==> src/rtl/erom_pkg.sv <==
package erom_pkg;

  typedef enum logic [3:0] {
    MODE_STANDBY,
    MODE_OUT_OFF,
    MODE_READ,
    MODE_IDENT,
    MODE_PROG,
    MODE_ERASE,
    MODE_VERIFY,
    MODE_INHIBIT,
    MODE_ILLEGAL
  } erom_mode_e;

  localparam logic [7:0] ID_MAKER    = 8'hDA;
  localparam logic [7:0] ID_PART     = 8'h86;
  localparam logic [7:0] ERASED_BYTE = 8'hFF;

endpackage

==> src/rtl/erom_mode_dec.sv <==
module erom_mode_dec
  import erom_pkg::*;
#(
  parameter int unsigned ADDR_W = 8
) (
  input  logic              ce_ni,
  input  logic              oe_ni,
  input  logic              vpp_prog_i,
  input  logic              vpp_erase_i,
  input  logic              a9_hv_i,
  input  logic [ADDR_W-1:0] addr_i,
  output erom_mode_e        mode_o
);

  logic write_sel, verify_sel, addr_zero;

  assign write_sel  = !ce_ni &&  oe_ni;
  assign verify_sel =  ce_ni && !oe_ni;
  assign addr_zero  = (addr_i == '0);

  always_comb begin
    mode_o = MODE_INHIBIT;
    case ({vpp_prog_i, vpp_erase_i})
      2'b00: begin
        if (ce_ni)        mode_o = MODE_STANDBY;
        else if (oe_ni)   mode_o = MODE_OUT_OFF;
        else if (a9_hv_i) mode_o = MODE_IDENT;
        else              mode_o = MODE_READ;
      end
      2'b10: begin
        if (write_sel)       mode_o = MODE_PROG;
        else if (verify_sel) mode_o = MODE_VERIFY;
        else                 mode_o = MODE_INHIBIT;
      end
      2'b01: begin
        if (write_sel)       mode_o = (a9_hv_i && addr_zero) ? MODE_ERASE : MODE_INHIBIT;
        else if (verify_sel) mode_o = MODE_VERIFY;
        else                 mode_o = MODE_INHIBIT;
      end
      default: mode_o = MODE_ILLEGAL;
    endcase
  end

endmodule

==> config.mk <==
export PLATFORM = sky130hd
export DESIGN_NAME = erom_mode_dec
export DESIGN_NICKNAME = d
export VERILOG_FILES = /design/src/rtl/erom_pkg.sv /design/src/rtl/erom_mode_dec.sv
export SDC_FILE = /design/constraint.sdc
export NUM_CORES = 1
export LEC_CHECK = 0
export ABC_AREA = 1
export BUFFER_PORTS_ARGS = -buffer_cell sky130_fd_sc_hd__buf_2
export CAP_MARGIN = 5
export CORE_AREA = 8 8 45 47
export DETAILED_ROUTE_END_ITERATION = 12
export DIE_AREA = 0 0 53 55
export SYNTH_ARGS = -nofsm -noshare
export SYNTH_HDL_FRONTEND = slang
export SYNTH_SLANG_ARGS = --single-unit
==> constraint.sdc <==
create_clock -name vclk -period 0.8
set_input_delay 0.04 -clock vclk [all_inputs]
set_output_delay 0.04 -clock vclk [all_outputs]
set_load 0.02 [all_outputs]
==> reports/metrics.yaml <==
yosys:
  synth-compound-area-share_pct: 12.0
  synth_mux_area_share_pct: 0
  synthCells: 32
  synth-xor-area-share_pct: 0
  synth_nets: 52
  synth_area_leaders: "ha_1, inv_1, nand2_1"
  ys_types: 9
  synth_top_family_by_area: "adder cells"
  ys_warn_count: 0
  synth-adder-area-share_pct: 44.3
  synth.avg_cell_area_sq_um: 6.18
  synthSimpleGateAreaFrac_pct: 28.5
  syn_area_sq_um: 198
  yosysTopAreaCell: "ha_1"
  synth_top_cell_area_share_pct: 44.3
  yosysSeqAreaShare_pct: 0
placement:
  place.port_buffers: 17
  hpwl_um: 566
  placed_cells: 71
  routabilityCongestion: 0.713
  pre_cts_ws_ns: -0.300
cts:
  hold_buffers: 0
grt:
  grt_pass1_vias: 267
  grt_usage_pct: 4.41
  gr-total-overflow: 0
  grt_pass1_wl_um: 1030
  grt_max_degree: 4
  antenna_found_initial: 0
floorplanning:
  die_h_um: 55
  start_util_pct: 14.3
  dieArea_sq_um: 2920
  io_pins: 17
  die_w_um: 53
  row_count: 14
  coreArea_sq_um: 1380
setup_path:
  worstSetupStartpointType: "input pin"
  crit_path_end_kind: "output port"
  worstPathRequired_ns: 0.76
  arrival_ns: 0.91
  setup.worst_path.class: "in2out"
  crit_fanout: 3
job:
  max_cap_viol_count: 0
sta:
  rsz0062_at_grt: "true"
  relSlewSlack_pct: 83.2
  slew_viol_final: 0
  finalCriticalPeriod_ns: 0.949
  fmax_ghz: 1.05
  period_share_pct: 119
  fin_ws_ns: -0.149
  finalSetupTns_ns: -0.266
  hold_viol_final: 0
  worst_pin_slew_ns: 0.251
  setup_viol: 2
detailed_routing:
  num_vias: 274
  wirelength_um: 680
  route.detailed.drc: 0
  initialDrtViolationCount: 0
  first_pass_iters: 1
  viasPerCell: 3.81
  wl_per_cell_um: 9.44
  ant_nets: 0
min_path:
  hp-class: "in2out"
  min_path_cells: 4
finish:
  syn2layout_area_growth_pct: 158
  fin_cells: 72
  layout.area.seq_sq_um: 0
  diodes: 0
  n_clock_buffer: 0
  num-nets-final: 78
  seq_cells: 0
  drive_above_1_share_pct: 73.2
status:
  violations: "setup timing"
  status: "finished, violations left"
power_and_ir_drop:
  vdd_drop_max_v: 0.000175
  p_leak_nw: 0.234
  powerDensity_nw_per_um2: 483
[cell families after synthesis]
logic type / count (synthesis)
simple gates: 13
buf+inv: 8
fa+ha+maj: 7
compound gates: 4
[layout by cell type (no fill, tap or decap), drive strengths merged]
| cell | instances |
|---|---|
| o21ai | 1 |
| or2 | 3 |
| o211ai | 1 |
| a31oi | 1 |
| a21oi | 1 |
| nor2 | 4 |
| inv | 8 |
| ha | 7 |
| nand2 | 6 |
| buf | 24 |
[critical path: stages]
cell     delay, ns
buf_6         0.11
inv_6         0.06
ha_4          0.18
or2_4         0.23
a31oi_4       0.15
buf_6         0.13
[metrics by stage]
step / cell area (sq um) / utilization (%) / hold slack [ns] / power, mW
finish: 510 / 36.9 / 0.552 / 0.247
global route: 510 / 36.9 / 0.582 / 0.269
CTS: 458 / 33.1 / 0.558 / 0.222
detailed placement: 367 / 26.5 / 0.586 / 0.167
global placement: 367 / 26.5 / 0.593 / 0.163
floorplan: 216 / - / 0.348 / 0.0843
[layer usage]
| metal | up-vias | GRT usage, % | share of wire, % |
|---|---|---|---|
| li1 | 148 | - | - |
| met1 | 114 | 3.77 | 30 |
| met2 | 12 | 9.57 | 53 |
| met3 | 0 | 1.87 | 17 |
| met4 | 0 | 0 | 0 |
| met5 | - | 0 | 0 |
[cell type report]
type | instances | area, sq um
Fill cell | 145 | 873
Tap cell | 16 | 20.0
Inverter | 8 | 42.5
Timing Repair Buffer | 24 | 189
Multi-Input combinational cell | 24 | 259
[synthesized netlist by cell type]
cell type and count:
ha_1 7, or2_1 3, nor2_1 4, a21oi_1 1, a31oi_1 1, o211ai_1 1, o21ai_0 1, inv_1 8
nand2_1 6
[what timing repair did]
item	in CTS	in global routing
hold endpoints to repair	0	0
buffers inserted	0	1
gates cloned	0	0
setup endpoints to repair	3	3
gates resized for setup	28	11
pin swaps	6	8
[report_power, final]
part	switching, mW	total [mW]	internal [mW]
clock	0	0	0
sequential	0	0	0
combinational	0.110	0.247	0.137
total	0.110	0.247	0.137
[worst paths after layout]
check                 slack (ns)         to  startpoint
worst min-delay path        0.55  mode_o[0]     a9_hv_i
worst max-delay path       -0.15  mode_o[0]       ce_ni
Power figures use the tool's default switching activity.
